<file path="src/rtl/uart_tx_pkg.sv">
package uart_tx_pkg;

    typedef enum logic [2:0] {
        PH_IDLE   = 3'd0,
        PH_LOAD   = 3'd1,
        PH_START  = 3'd2,
        PH_DATA   = 3'd3,
        PH_PARITY = 3'd4,
        PH_STOP   = 3'd5
    } phase_e;

    typedef enum logic [1:0] {
        PAR_NONE = 2'b00,
        PAR_ZERO = 2'b01,
        PAR_EVEN = 2'b10,
        PAR_ODD  = 2'b11
    } par_mode_e;

    localparam int unsigned MIN_LEN = 7;

endpackage

</file>
<file path="src/rtl/uart_tx_order.sv">
// Masks the word to the selected length and arranges it so that bit 0
// is always the first bit on the line.
module uart_tx_order #(
    parameter int unsigned DATA_W = 9,
    parameter int unsigned LEN_W  = $clog2(DATA_W + 1)
) (
    input  logic [DATA_W-1:0] data_i,
    input  logic [LEN_W-1:0]  len_i,
    input  logic              lsb_first_i,
    output logic [DATA_W-1:0] word_o,
    output logic [DATA_W-1:0] masked_o
);
    localparam logic [DATA_W-1:0] ALL_ONES = '1;
    localparam logic [LEN_W-1:0]  FULL_LEN = LEN_W'(DATA_W);

    logic [DATA_W-1:0] mask;
    logic [DATA_W-1:0] reversed;

    assign mask     = ~(ALL_ONES << len_i);
    assign masked_o = data_i & mask;

    for (genvar g = 0; g < DATA_W; g++) begin : g_rev
        assign reversed[g] = masked_o[DATA_W-1-g];
    end

    always_comb begin
        if (lsb_first_i) begin
            word_o = masked_o;
        end else begin
            word_o = reversed >> (FULL_LEN - len_i);
        end
    end

endmodule

</file>
<file path="src/rtl/uart_tx_parity.sv">
// Parity bit and parity enable for one captured word.
module uart_tx_parity #(
    parameter int unsigned DATA_W = 9
) (
    input  logic [DATA_W-1:0] bits_i,
    input  logic [1:0]        mode_i,
    output logic              par_o,
    output logic              en_o
);
    import uart_tx_pkg::*;

    logic ones_odd;
    assign ones_odd = ^bits_i;

    always_comb begin
        en_o  = 1'b1;
        par_o = 1'b0;
        unique case (mode_i)
            PAR_NONE: en_o  = 1'b0;
            PAR_ZERO: par_o = 1'b0;
            PAR_EVEN: par_o = ones_odd;
            PAR_ODD:  par_o = ~ones_odd;
            default:  en_o  = 1'b0;
        endcase
    end

endmodule

</file>
<file path="src/rtl/uart_frame_tx.sv">
module uart_frame_tx #(
    parameter int unsigned DATA_W = 9
) (
    input  logic              clk_i,
    input  logic              rst_ni,
    input  logic              baud_tick_i,
    input  logic [DATA_W-1:0] data_i,
    input  logic              valid_i,
    output logic              ready_o,
    input  logic [1:0]        len_sel_i,
    input  logic              lsb_first_i,
    input  logic [1:0]        par_mode_i,
    input  logic [1:0]        stop_sel_i,
    output logic              tx_o,
    output logic              busy_o,
    output logic              done_o
);
    import uart_tx_pkg::*;

    localparam int unsigned LEN_W = $clog2(DATA_W + 1);
    localparam logic [LEN_W-1:0] MAX_LEN = LEN_W'(DATA_W);

    typedef struct packed {
        phase_e            phase;
        logic [DATA_W-1:0] shreg;
        logic [LEN_W-1:0]  left;
        logic [1:0]        stops;
        logic              par_en;
        logic              par_bit;
        logic [1:0]        par_mode;
        logic              tx;
        logic              done;
    } state_t;

    localparam state_t RESET_STATE = '{
        phase:    PH_IDLE,
        shreg:    '0,
        left:     '0,
        stops:    2'd0,
        par_en:   1'b0,
        par_bit:  1'b0,
        par_mode: 2'b00,
        tx:       1'b1,
        done:     1'b0
    };

    state_t state_d, state_q;

    // length decode with clamp
    logic [LEN_W:0]    len_raw;
    logic [LEN_W-1:0]  len_sel;
    logic [DATA_W-1:0] ordered_word;
    logic [DATA_W-1:0] masked_word;
    logic              par_bit;
    logic              par_en;
    logic [1:0]        stop_cnt;
    logic              accept;

    assign len_raw = (LEN_W+1)'(MIN_LEN) + (LEN_W+1)'(len_sel_i);
    assign len_sel = (len_raw > (LEN_W+1)'(DATA_W)) ? MAX_LEN : len_raw[LEN_W-1:0];

    always_comb begin
        unique case (stop_sel_i)
            2'b00:   stop_cnt = 2'd0;
            2'b10:   stop_cnt = 2'd2;
            default: stop_cnt = 2'd1;
        endcase
    end

    uart_tx_order #(
        .DATA_W (DATA_W),
        .LEN_W  (LEN_W)
    ) order_i (
        .data_i      (data_i),
        .len_i       (len_sel),
        .lsb_first_i (lsb_first_i),
        .word_o      (ordered_word),
        .masked_o    (masked_word)
    );

    uart_tx_parity #(
        .DATA_W (DATA_W)
    ) parity_i (
        .bits_i (masked_word),
        .mode_i (par_mode_i),
        .par_o  (par_bit),
        .en_o   (par_en)
    );

    assign accept = valid_i && (state_q.phase == PH_IDLE);

    always_comb begin
        state_d      = state_q;
        state_d.done = 1'b0;
        unique case (state_q.phase)
            PH_IDLE: begin
                state_d.tx = 1'b1;
                if (accept) begin
                    state_d.phase    = PH_LOAD;
                    state_d.shreg    = ordered_word;
                    state_d.left     = len_sel;
                    state_d.stops    = stop_cnt;
                    state_d.par_en   = par_en;
                    state_d.par_bit  = par_bit;
                    state_d.par_mode = par_mode_i;
                end
            end
            PH_LOAD: begin
                if (baud_tick_i) begin
                    state_d.phase = PH_START;
                    state_d.tx    = 1'b0;
                end
            end
            PH_START: begin
                if (baud_tick_i) begin
                    state_d.phase = PH_DATA;
                    state_d.tx    = state_q.shreg[0];
                    state_d.shreg = state_q.shreg >> 1;
                    state_d.left  = state_q.left - 1'b1;
                end
            end
            PH_DATA: begin
                if (baud_tick_i) begin
                    if (state_q.left != '0) begin
                        state_d.tx    = state_q.shreg[0];
                        state_d.shreg = state_q.shreg >> 1;
                        state_d.left  = state_q.left - 1'b1;
                    end else if (state_q.par_en) begin
                        state_d.phase = PH_PARITY;
                        state_d.tx    = state_q.par_bit;
                    end else if (state_q.stops != 2'd0) begin
                        state_d.phase = PH_STOP;
                        state_d.tx    = 1'b1;
                        state_d.stops = state_q.stops - 2'd1;
                    end else begin
                        state_d.phase = PH_IDLE;
                        state_d.tx    = 1'b1;
                        state_d.done  = 1'b1;
                    end
                end
            end
            PH_PARITY: begin
                if (baud_tick_i) begin
                    state_d.tx = 1'b1;
                    if (state_q.stops != 2'd0) begin
                        state_d.phase = PH_STOP;
                        state_d.stops = state_q.stops - 2'd1;
                    end else begin
                        state_d.phase = PH_IDLE;
                        state_d.done  = 1'b1;
                    end
                end
            end
            PH_STOP: begin
                if (baud_tick_i) begin
                    state_d.tx = 1'b1;
                    if (state_q.stops != 2'd0) begin
                        state_d.stops = state_q.stops - 2'd1;
                    end else begin
                        state_d.phase = PH_IDLE;
                        state_d.done  = 1'b1;
                    end
                end
            end
            default: state_d = RESET_STATE;
        endcase
    end

    always_ff @(posedge clk_i or negedge rst_ni) begin
        if (!rst_ni) begin
            state_q <= RESET_STATE;
        end else begin
            state_q <= state_d;
        end
    end

    assign tx_o    = state_q.tx;
    assign done_o  = state_q.done;
    assign busy_o  = (state_q.phase != PH_IDLE);
    assign ready_o = (state_q.phase == PH_IDLE);

    // ---------------- assertions ----------------
    assert_idle_line_high_R1: assert property (@(posedge clk_i) disable iff (!rst_ni)
        (state_q.phase == PH_IDLE || state_q.phase == PH_LOAD) |-> tx_o);

    assert_start_low_R2: assert property (@(posedge clk_i) disable iff (!rst_ni)
        (state_q.phase == PH_START) |-> !tx_o);

    assert_len_bound_R3: assert property (@(posedge clk_i) disable iff (!rst_ni)
        state_q.left <= MAX_LEN);

    assert_zero_parity_R5: assert property (@(posedge clk_i) disable iff (!rst_ni)
        (state_q.phase == PH_PARITY && state_q.par_mode == PAR_ZERO) |-> !tx_o);

    assert_stop_high_R6: assert property (@(posedge clk_i) disable iff (!rst_ni)
        (state_q.phase == PH_STOP) |-> tx_o);

    assert_done_single_R7: assert property (@(posedge clk_i) disable iff (!rst_ni)
        done_o |=> !done_o);

    assert_done_line_high_R7: assert property (@(posedge clk_i) disable iff (!rst_ni)
        done_o |-> tx_o);

    assert_done_ready_R8: assert property (@(posedge clk_i) disable iff (!rst_ni)
        done_o |-> ready_o);

    assert_accept_blocks_R8: assert property (@(posedge clk_i) disable iff (!rst_ni)
        (valid_i && ready_o) |=> (!ready_o && busy_o));

    assert_cfg_held_R9: assert property (@(posedge clk_i) disable iff (!rst_ni)
        (state_q.phase != PH_IDLE && $past(state_q.phase) != PH_IDLE)
            |-> $stable(state_q.par_mode));

endmodule

</file>
<file path="config.mk">
export PLATFORM = sky130hd
export DESIGN_NAME = uart_frame_tx
export DESIGN_NICKNAME = d
export VERILOG_FILES = /design/src/rtl/uart_tx_pkg.sv /design/src/rtl/uart_tx_order.sv /design/src/rtl/uart_tx_parity.sv /design/src/rtl/uart_frame_tx.sv
export SDC_FILE = /design/constraint.sdc
export NUM_CORES = 1
export LEC_CHECK = 0
export ABC_AREA = 0
export BUFFER_PORTS_ARGS = -buffer_cell sky130_fd_sc_hd__buf_2
export CAP_MARGIN = 40
export CORE_MARGIN = 10
export CORE_UTILIZATION = 40
export CTS_CLUSTER_SIZE = 25
export DETAILED_ROUTE_END_ITERATION = 6
export PLACE_DENSITY_LB_ADDON = 0.15
export SLEW_MARGIN = 20
export SYNTH_ARGS = -nofsm -noshare
export SYNTH_HDL_FRONTEND = slang
export SYNTH_SLANG_ARGS = --single-unit
</file>
<file path="constraint.sdc">
create_clock -name clk_i -period 6.2 [get_ports clk_i]
set_input_delay 0 -clock clk_i [delete_from_list [all_inputs] [get_ports clk_i]]
set_output_delay 0 -clock clk_i [all_outputs]
set_load 0.005 [all_outputs]
</file>
==> metrics.md, run 1 <==
| Metric | Value |
|---|---|
| Port buffer count | 23 |
| Global-route wire length before repair | 7.51 mm |
| Synth top area share | 32.1% |
| Syn nets | 223 |
| Worst path slowest cell | or3b_1 |
| Wirelength per Cell | 15.8 um |
| Share of layout cells above drive strength 1 | 19.7% |
| Largest area contributor in the netlist | dfrtp_1 |
| Final setup TNS | 0 ns |
| Crit-path max FO | 9 |
| Worst Min Path Start | stop_sel_i[0] |
| Final HPWL DP | 3.18 mm |
| Largest delay contributor family on the critical path | simple AND/OR/NAND/NOR gates |
| WHS Endpoint | state_q[6] |
| 1st-pass router iterations | 4 |
| Fin. Hold Viols | 0 |
| Postcts setup bufs | 0 |
| Ys async rst share | 100% |
| Unique masters post-synth | 44 |
| CP cell instances | inv_1 -> ha_1 -> nor3b_2 -> nor2_2 -> or3b_1 -> a32o_1 -> a22o_1 |
| Worst R2R Path Depth | 7 |
| Largest net degree at the start of global routing | 23 |
| Status | finished clean |
| Crit path from | state_q[8] |
| Chip height | 83.9 um |
| CP Class | flop to flop |
| FMAX | 442 MHz |
| Final Max Tran Viols | 0 |
| P&R area growth vs syn | 13.1% |
| Critical Path End Type | flop |
| Yosys Warn Count | 0 |
| Crit path launch type | flop |
| Syn_area_per_cell | 8.14 sq um |
| Slew Limit Headroom | 48.5% |
| Ys flop type | dfrtp_1 |
| H-tree depth | 1 |
| GRT Residual Overflow | 0 |
| CTS buffer count | 3 |
| Gr usage total | 12.4% |
| RSZ-0062 raised after global routing | no |
| Critical Path AT | 2.42 ns |
| Final WL | 4.23 mm |
| Clock Path Buffers | 2 |
| Worst EP required | 6.36 ns |
| Pwr/cell area | 472 mW/mm^2 |
| Core footprint | 0.00397 sq mm |
| Max incr delay on CP | 0.55 ns |
| # DRC | 0 |
| Number of synthesized flops with an enable pin | 0 |
| Final nets | 241 |
| Final Cell Area | 0.00185 sq mm |
| Die width | 83.9 um |
| Tightest Pin Transition | 0.770 ns |
| CTS clk-pin slew, worst paths | 0.08 ns |
| Crit share post-route | 36.5% |
| Leak | 0.000802 uW |
| Post-Route Skew | 0.00362 ns |
| R2r setup slk | 3.94 ns |
| Clk sink count | 22 |
| I/O pin cnt | 24 |
| Row cnt | 23 |
| Vias in the first global route | 1567 |
| Number of synthesized register bits | 22 |
| RD Place Congestion | 0.789 |
| Max-Cap Viols | 0 |
| Skew-Pair Late Insertion Delay | 0.27 ns |
| Reg2reg end | state_q[11] |
| Syn Inst Count | 201 |
| Syn Std Cell Area | 0.00164 sq mm |
| Hold Crit Depth | 3 |
| Initial antenna violation count | 0 |
| Reg2reg start | state_q[8] |
| CTS tree | built |
| Largest cells by area after synthesis | dfrtp_1, nor2_1, xnor2_1, mux2i_1, mux2_2 |
| Max VDD drop | 0.222 mV |
| Post-route ant nets | 0 |
| Ant. Diodes | 0 |
| Post-synthesis sequential area ratio | 33.7% |
| Area post-placement | 0.00176 sq mm |
| Final min period | 2.26 ns |
| Bufs and invs on worst path | 1 |
| HP Class | input port to flop |
| Initial detailed-routing violation count | 105 |
| Starting Density | 41.2% |
| Die area | 0.00705 sq mm |
| Total number of vias | 1518 |
| Sequential cell area | 552 sq um |
| CTS Root Cell | clkbuf_8 |
| Drt via density | 5.66 |
| Stages on worst setup path | 7 |
| Final setup fails | 0 |
| Area of the multi-input gates | 976 sq um |
| FILL cells | 415 |
[synth_stat cells, types with 2 or more instances]
master,number
clkbuf_1,7
dfrtp_1,21
nor3b_2,2
buf_2,5
nor2_1,31
a211oi_1,2
a21oi_1,13
o21ai_1,5
xnor2_1,9
nor3_1,3
a221oi_1,7
or3_1,2
mux2_2,6
nand3_1,4
nand2b_1,4
nor2b_1,2
ha_1,2
nand2_1,17
a32o_1,2
mux2i_1,7
o21ai_0,13
o32ai_1,2
nand4_1,3
inv_1,12
[flip-flops by register name (all words and copies together), names as in the netlist]
| register | flops |
|---|---|
| state_q | 20 |
| done_o | 1 |
| tx_o | 1 |
[report_power, final]
group          internal (uW)  switching, uW
combinational            186            267
clock                   86.3           50.0
sequential               213           70.5
total                    485            388
[worst max-delay path by stage]
| stage | end |
|---|---|
| after detailed placement | state_q[11] |
| final | state_q[11] |
| after CTS | state_q[11] |
| after floorplan | state_q[11] |
| after global routing | state_q[18] |
| after global placement | state_q[13] |
[metal layers]
metal | vias up | global-route usage [%] | part of all wire [%]
li1 | 752 | - | -
met1 | 726 | 14.3 | 42
met2 | 33 | 22.3 | 52
met3 | 7 | 2.15 | 3.9
met4 | 0 | 4.11 | 1.6
met5 | - | 0 | 0
[stage by stage]
step / power (uW) / util (%) / hold WS (ns) / setup WS [ns] / std cells
2_1_floorplan: 633 / - / -0.296 / 4.22 / 201
3_3_place_gp: 713 / 44.1 / 0.00148 / 4.05 / 261
3_5_place_dp: 738 / 44.3 / 0.00672 / 3.98 / 262
4_1_cts: 879 / 46.6 / 0.0306 / 3.93 / 268
5_1_grt: 967 / 46.6 / 0.0297 / 3.78 / 268
6_report: 873 / 46.6 / 0.0328 / 3.94 / 268
[timing repair]
action,4_1_cts,5_1_grt
gates resized for setup,0,0
hold endpoints to repair,22,0
hold buffers,2,0
[kinds of logic (layout without fill, tap and decap cells)]
group,count (synthesis),in the layout,share of synthesized area [%]
AOI/OAI and AO/OA,55,55,22.5
xor gates and xnor gates,9,9,4.82
adders and majority gates,2,2,1.53
buffers and inverters,25,42,6.58
DFF,22,22,33.7
muxes,13,13,8.42
and+or+nand+nor,75,75,22.4
[final cells by class]
| cell class | count | area share (%) |
|---|---|---|
| Clock buffer | 3 | 2.23 |
| Clock inverter | 1 | 1.62 |
| Inverter | 12 | 2.44 |
| Multi-Input combinational cell | 154 | 52.8 |
| Sequential cell | 22 | 29.8 |
| Tap cell | 50 | 3.38 |
| Timing Repair Buffer | 26 | 7.71 |
[worst min-delay path: stages]
cell and delay (ns):
buf_2 0.09, a21oi_1 0.06, o21ai_1 0.12
[layout by cell type, fill, tap and decap left out, drive strengths merged, types with 4 or more instances in the layout]
cell    instances
xnor2           9
nand3           4
nand2          17
nor2           32
nand2b          4
mux2i           7
buf            24
o21ai          19
inv            12
a21oi          13
dfrtp          21
a221oi          8
mux2            6
No activity file was read; power rests on OpenSTA's default activity.
==> inputs of run 2 (changes only) <==
ABC_AREA = 1   (was 0)
clock period = 2.1 ns   (was 6.2 ns; I/O delays follow)
==> metrics.md, run 2 <==
| Metric | Value |
|---|---|
| Die area | 0.00733 sq mm (+4.1%) |
| Drt via density | 5.17 (-8.7%) |
| Syn Std Cell Area | 0.00172 sq mm (+5.4%) |
| I/O pin cnt | 24 (unchanged) |
| Worst Min Path Start | valid_i |
| Largest net degree at the start of global routing | 23 (unchanged) |
| Final Max Tran Viols | 0 (unchanged) |
| Fin. Hold Viols | 0 (unchanged) |
| Max VDD drop | 0.843 mV (+280%) |
| Largest cells by area after synthesis | dfrtp_1, nand2_1, o21ai_0, inv_1, nand3_1 |
| Tightest Pin Transition | 0.554 ns (-0.216 ns) |
| Count leader, synth | nand2_1 |
| Slew Limit Headroom | 62.9% (+14 points) |
| FMAX | 550 MHz (+24%) |
| Row cnt | 23 (unchanged) |
| Syn nets | 298 (+34%) |
| # DRC | 0 (unchanged) |
| Postcts setup bufs | 0 (unchanged) |
| Crit share post-route | 86.5% (+50 points) |
| Initial antenna violation count | 0 (unchanged) |
| Critical Path AT | 1.96 ns (-0.46 ns) |
| Total power | 2600 uW (+200%) |
| Worst EP required | 2.24 ns (-4.12 ns) |
| P&R area growth vs syn | 12.9% |
| Unique masters post-synth | 34 (-23%) |
| GRT Residual Overflow | 0 (unchanged) |
| Largest area contributor in the netlist | dfrtp_1 |
| Most frequent cells in the layout | nand2_1, inv_1, o21ai_0 |
| Clk sink count | 22 (unchanged) |
| Post-synthesis sequential area ratio | 32.0% (-1.7 points) |
| Final WL | 4.40 mm (+4.1%) |
| CTS clk-pin slew, worst paths | 0.08 ns (about the same) |
| Crit path launch type | flop |
| Starting Density | 42.2% (+0.98 points) |
| Post-Route Skew | 0.00281 ns (-0.000807 ns) |
| Reg2reg end | state_q[13] |
| Reg2reg start | state_q[23] |
| RSZ-0062 raised after global routing | no |
| Ys flop type | dfrtp_1 |
| Status | finished clean |
| Final setup TNS | 0 ns (unchanged) |
| Chip height | 85.6 um (+2.0%) |
| Final HPWL DP | 3.43 mm (+7.9%) |
| Die width | 85.6 um (+2.0%) |
| Crit path from | state_q[23] |
| Core footprint | 0.00409 sq mm (+2.9%) |
| Global-route wire length before repair | 7.47 mm (-0.56%) |
| Area of the multi-input gates | 0.00101 sq mm (+3.5%) |
| Largest register by flop count | state_q |
| Crit-path max FO | 16 (+7) |
| Clock Path Buffers | 2 (unchanged) |
| FILL cells | 436 (+5.1%) |
| Initial detailed-routing violation count | 152 (+45%) |
| Number of synthesized register bits | 22 (unchanged) |
| Ys async rst share | 100% (unchanged) |
| Max-Cap Viols | 0 (unchanged) |
| Synth top area share | 30.5% (-1.6 points) |
| CTS tree | built |
| Critical Path End Type | flop |
| Hold Crit Depth | 3 (unchanged) |
| Vias in the first global route | 1648 (+5.2%) |
| CP Class | flop to flop |
| 1st-pass router iterations | 4 (unchanged) |
| Skew-Pair Late Insertion Delay | 0.26 ns (about the same) |
| Ant. Diodes | 0 (unchanged) |
| Final min period | 1.82 ns (-0.443 ns) |
| Critical path endpoint | state_q[13] |
| Share of layout cells above drive strength 1 | 13.0% (-6.7 points) |
| CTS buffer count | 3 (unchanged) |
| Number of synthesized flops with an enable pin | 0 (unchanged) |
| CTS Root Cell | clkbuf_8 |
| Most common cell after layout, fill and taps aside | nand2_1 |
| HP Class | input port to flop |
| RD Place Congestion | 0.878 (+11%) |
| Post-synth top cells | nand2_1, inv_1, o21ai_0 |
| Final nets | 323 (+34%) |
| Post-route ant nets | 0 (unchanged) |
| Wirelength per Cell | 12.6 um (-20%) |
| R2r setup slk | 0.28 ns (-3.66 ns) |
| Pwr/cell area | 1330 mW/mm^2 (+180%) |
| Total number of vias | 1810 (+19%) |
| Leak | 0.00104 uW (+30%) |
| Final setup fails | 0 (unchanged) |
| Syn_area_per_cell | 6.24 sq um (-23%) |
| Sequential cell area | 552 sq um (unchanged) |
| Worst R2R Path Depth | 9 (+2) |
| H-tree depth | 1 (unchanged) |
| Syn Inst Count | 276 (+37%) |
| Yosys Warn Count | 0 (unchanged) |
| Port buffer count | 23 (unchanged) |
| Max reg flops | 20 (unchanged) |
| Gr usage total | 12.0% (-0.36 points) |
## run 2: cell count changes after synthesis, moves of 6 or more
cell / delta
a221oi_1: -7
clkbuf_1: -6
inv_1: +18
mux2_2: -6
mux2i_1: -7
nand2_1: +92
nand3_1: +12
nor2_1: -11
o21ai_0: +12
xnor2_1: -8
## run 2: what timing repair did
item                                   4_1_cts  5_1_grt
resized for setup                            0        0
hold buffers                                 2        0
endpoints found under the hold margin       22        0
## run 2: worst max-delay path: stages, from the launching register on
cell and delay (ns):
dfrtp_1 0.46, inv_2 0.11, nand2_4 0.12, inv_2 0.12, nand2_1 0.14, nor2_1 0.08, nor2_4 0.31, inv_2 0.18
nand2_1 0.08, o21ai_0 0.08
## run 2: layout make-up
class | count | area share [%]
Multi-Input combinational cell | 215 | 51.9
Tap cell | 50 | 3.22
Inverter | 33 | 6.37
Clock buffer | 4 | 2.83
Timing Repair Buffer | 26 | 7.33
Sequential cell | 22 | 28.4
## run 2: per-stage QoR
step | hold WS, ns | instances | instance area (sq um) | util, % | setup slack [ns]
2_1_floorplan | -0.296 | 276 | 1720 | - | 0.664
3_3_place_gp | -0.00491 | 344 | 1870 | 45.8 | 0.292
3_5_place_dp | -0.000478 | 344 | 1870 | 45.8 | 0.322
4_1_cts | 0.00907 | 350 | 1950 | 47.6 | 0.293
5_1_grt | 0.0245 | 350 | 1950 | 47.6 | 0.130
6_report | 0.0115 | 350 | 1950 | 47.6 | 0.283
## run 2: logic make-up (layout without fill, tap and decap cells)
| family | after synthesis | in the layout | share of synthesized area, % |
|---|---|---|---|
| and+or+nand+nor | 157 | 157 | 38.8 |
| xor gates and xnor gates | 2 | 2 | 1.02 |
| AOI/OAI and AO/OA | 54 | 54 | 17.4 |
| adders and majority gates | 2 | 2 | 1.45 |
| DFF | 22 | 22 | 32.0 |
| buffers and inverters | 39 | 63 | 9.37 |
## run 2: power breakdown
group / internal (uW) / leakage, uW / switching (uW)
logic: 529 / 0.000730 / 1020
clock network: 167 / 0.0000288 / 140
registers: 609 / 0.000284 / 130
total: 1310 / 0.00104 / 1290
## run 2: how the worst min path moves through the flow
stage                       end
floorplan                done_o
global placement     state_q[4]
detailed placement  state_q[21]
CTS                  state_q[5]
global route         state_q[5]
finish               state_q[5]
## run 2: routing by layer
| layer | track usage, % | part of all wire [%] | wire length (um) | vias up |
|---|---|---|---|---|
| li1 | - | - | - | 939 |
| met1 | 15.3 | 47 | 2050 | 810 |
| met2 | 19.1 | 43 | 1910 | 53 |
| met3 | 3.78 | 8.5 | 372 | 8 |
| met4 | 3.14 | 1.4 | 61 | 0 |
| met5 | 0 | 0 | 0 | - |
==> inputs of run 3 (changes only) <==
clock period = 2 ns   (was 2.1 ns; I/O delays follow)
==> metrics.md, run 3 (synthesis gave the netlist of run 2 again) <==
| Metric | Value |
|---|---|
| Vias in the first global route | 1695 (+2.9%) |
| Final setup TNS | 0 ns (unchanged) |
| Clock Path Buffers | 2 (unchanged) |
| Tightest Pin Transition | 0.553 ns (-0.00117 ns) |
| Ant. Diodes | 0 (unchanged) |
| Initial antenna violation count | 0 (unchanged) |
| P&R area growth vs syn | 14.1% |
| Pwr/cell area | 1430 mW/mm^2 (+6.9%) |
| RSZ-0062 raised after global routing | no |
| Crit-path max FO | 13 (-3) |
| Core footprint | 0.00409 sq mm (unchanged) |
| Total number of vias | 1821 (+0.61%) |
| Final HPWL DP | 3.52 mm (+2.6%) |
| Pre-CTS setup slack | 0.341 ns (+0.0187 ns) |
| HP Class | input port to flop |
| Worst path slowest cell | dfrtp_1 |
| Clk sink count | 22 (unchanged) |
| Die area | 0.00733 sq mm (unchanged) |
| Port buffer count | 23 (unchanged) |
| Starting Density | 42.2% (unchanged) |
| CTS clk-pin slew, worst paths | 0.08 ns (about the same) |
| Chip height | 85.6 um (unchanged) |
| Final setup fails | 0 (unchanged) |
| Switching part of the total power | 49.8% (+0.066 points) |
| Area post-placement | 0.00190 sq mm (+1.6%) |
| FMAX | 593 MHz (+7.7%) |
| CTS buffer count | 3 (unchanged) |
| Gr usage total | 12.4% (+0.39 points) |
| Combinational share of power | 61.9% (+2.2 points) |
| Skew-Pair Late Insertion Delay | 0.26 ns (about the same) |
| Largest register by flop count | state_q |
| P_int | 1410 uW (+7.8%) |
| Status | finished clean |
| I/O pin cnt | 24 (unchanged) |
| Final min period | 1.69 ns (-0.130 ns) |
| Worst EP required | 2.14 ns (-0.10 ns) |
| Hold Crit Depth | 3 (unchanged) |
| Post-route ant nets | 0 (unchanged) |
| # DRC | 0 (unchanged) |
| Uppermost layer routed | met4 |
| Crit-path most repeated cell | inv_2 |
| Worst R2R Path Depth | 8 (-1) |
| Critical Path AT | 1.83 ns (-0.13 ns) |
| Clock power share | 10.2% (-1.6 points) |
| CTS tree | built |
| Switch Pwr | 1390 uW (+8.1%) |
| Final WL | 4.53 mm (+3.0%) |
| Final nets | 327 (+1.2%) |
| Global-route wire length before repair | 7.74 mm (+3.7%) |
| Largest delay contributor family on the critical path | buffers and inverters |
| Row cnt | 23 (unchanged) |
| Max incr delay on CP | 0.46 ns (about the same) |
| Share of layout cells above drive strength 1 | 13.8% (+0.82 points) |
| Post-Route Skew | 0.00167 ns (-0.00114 ns) |
| CP Class | flop to flop |
| Die width | 85.6 um (unchanged) |
| Max-Cap Viols | 0 (unchanged) |
| H-tree depth | 1 (unchanged) |
| CP cell instances | inv_2 -> nand2_4 -> inv_2 -> nand2_1 -> nor2_1 -> nor2_4 -> inv_2 -> o21ai_0 |
| Crit share post-route | 84.3% (-2.2 points) |
| Critical Path End Type | flop |
| Wirelength per Cell | 12.8 um (+1.8%) |
| Final worst setup slack | 0.313 ns (+0.0303 ns) |
| Slew Limit Headroom | 63.0% (+0.078 points) |
| Bufs and invs on worst path | 3 (unchanged) |
| Max reg flops | 20 (unchanged) |
| Met3 WL | 369 um (-0.81%) |
| GRT Residual Overflow | 0 (unchanged) |
| Max VDD drop | 0.638 mV (-24%) |
| Initial detailed-routing violation count | 140 (-7.9%) |
| Crit path launch type | flop |
| Final Cell Area | 0.00197 sq mm (+1.0%) |
| Leak | 0.00106 uW (+1.3%) |
| Fin. Hold Viols | 0 (unchanged) |
| RD Place Congestion | 0.936 (+6.6%) |
| Most frequent cells in the layout | nand2_1, inv_1, o21ai_0 |
| Largest net degree at the start of global routing | 23 (unchanged) |
| Final Max Tran Viols | 0 (unchanged) |
| Routed metal-1 wirelength | 2.21 mm (+7.5%) |
| Met2 wire len | 1.90 mm (-0.63%) |
| CTS Root Cell | clkbuf_8 |
| Most common cell after layout, fill and taps aside | nand2_1 |
| 1st-pass router iterations | 4 (unchanged) |
| Hold WS | 0.0216 ns (+0.0102 ns) |
| Seq pwr share | 27.9% (-0.6 points) |
| Drt via density | 5.14 (-0.53%) |
| Stages on worst setup path | 8 (-1) |
run 3: cell count changes in the layout (fill, tap and decap cells not counted), sizes merged:
cell / before / now
buf: 24 / 28
run 3: per-layer routing:
layer	vias to the layer above	global-route usage (%)
li1	946	-
met1	815	16.4
met2	54	19.4
met3	6	3.41
met4	0	3.14
met5	-	0
run 3: cell type report:
type,count,area [sq um]
clock buffers,4,45.0
fillers,433,2120
inverters,33,124
multi-input cells,215,1010
flip-flops and latches,22,552
well taps,50,62.6
repair buffers,30,173
run 3: through the flow:
stage | util, % | cells | total power (uW)
after floorplan | - | 276 | 2070
final | 48.1 | 354 | 2800
after global routing | 48.1 | 354 | 3130
after CTS | 48.1 | 354 | 2820
after detailed placement | 46.5 | 348 | 2510
after global placement | 46.5 | 348 | 2500
run 3: power by group through the flow:
stage	combinational, uW	sequential, uW	clock (uW)
6_report	1740	781	286
3_3_place_gp	1720	787	0
2_1_floorplan	1310	757	0
3_5_place_dp	1720	785	0
5_1_grt	2020	800	313
4_1_cts	1740	778	296
run 3: worst paths after layout:
check	endpoint	startpoint	slack (ns)
max in group asynchronous	tx_o	rst_ni	1.41
min in group asynchronous	state_q[4]	rst_ni	0.24
worst max-delay path	state_q[13]	state_q[23]	0.31
worst max register to register	state_q[13]	state_q[23]	0.31
worst min-delay path	state_q[5]	valid_i	0.02
worst min register to register	state_q[19]	state_q[19]	0.48
run 3: worst reg2reg max path: stages (launching register included):
cell and delay (ns):
dfrtp_1 0.46, inv_2 0.14, nand2_4 0.09, inv_2 0.20
nand2_1 0.12, nor2_1 0.19, nor2_4 0.08, inv_2 0.17
o21ai_0 0.12
run 3: timing repair:
action / 4_1_cts / 5_1_grt
resized for setup: 0 / 0
setup buffers: 0 / 0
hold buffers: 2 / 0
setup endpoints to repair: 0 / 0
endpoints found under the hold margin: 22 / 0
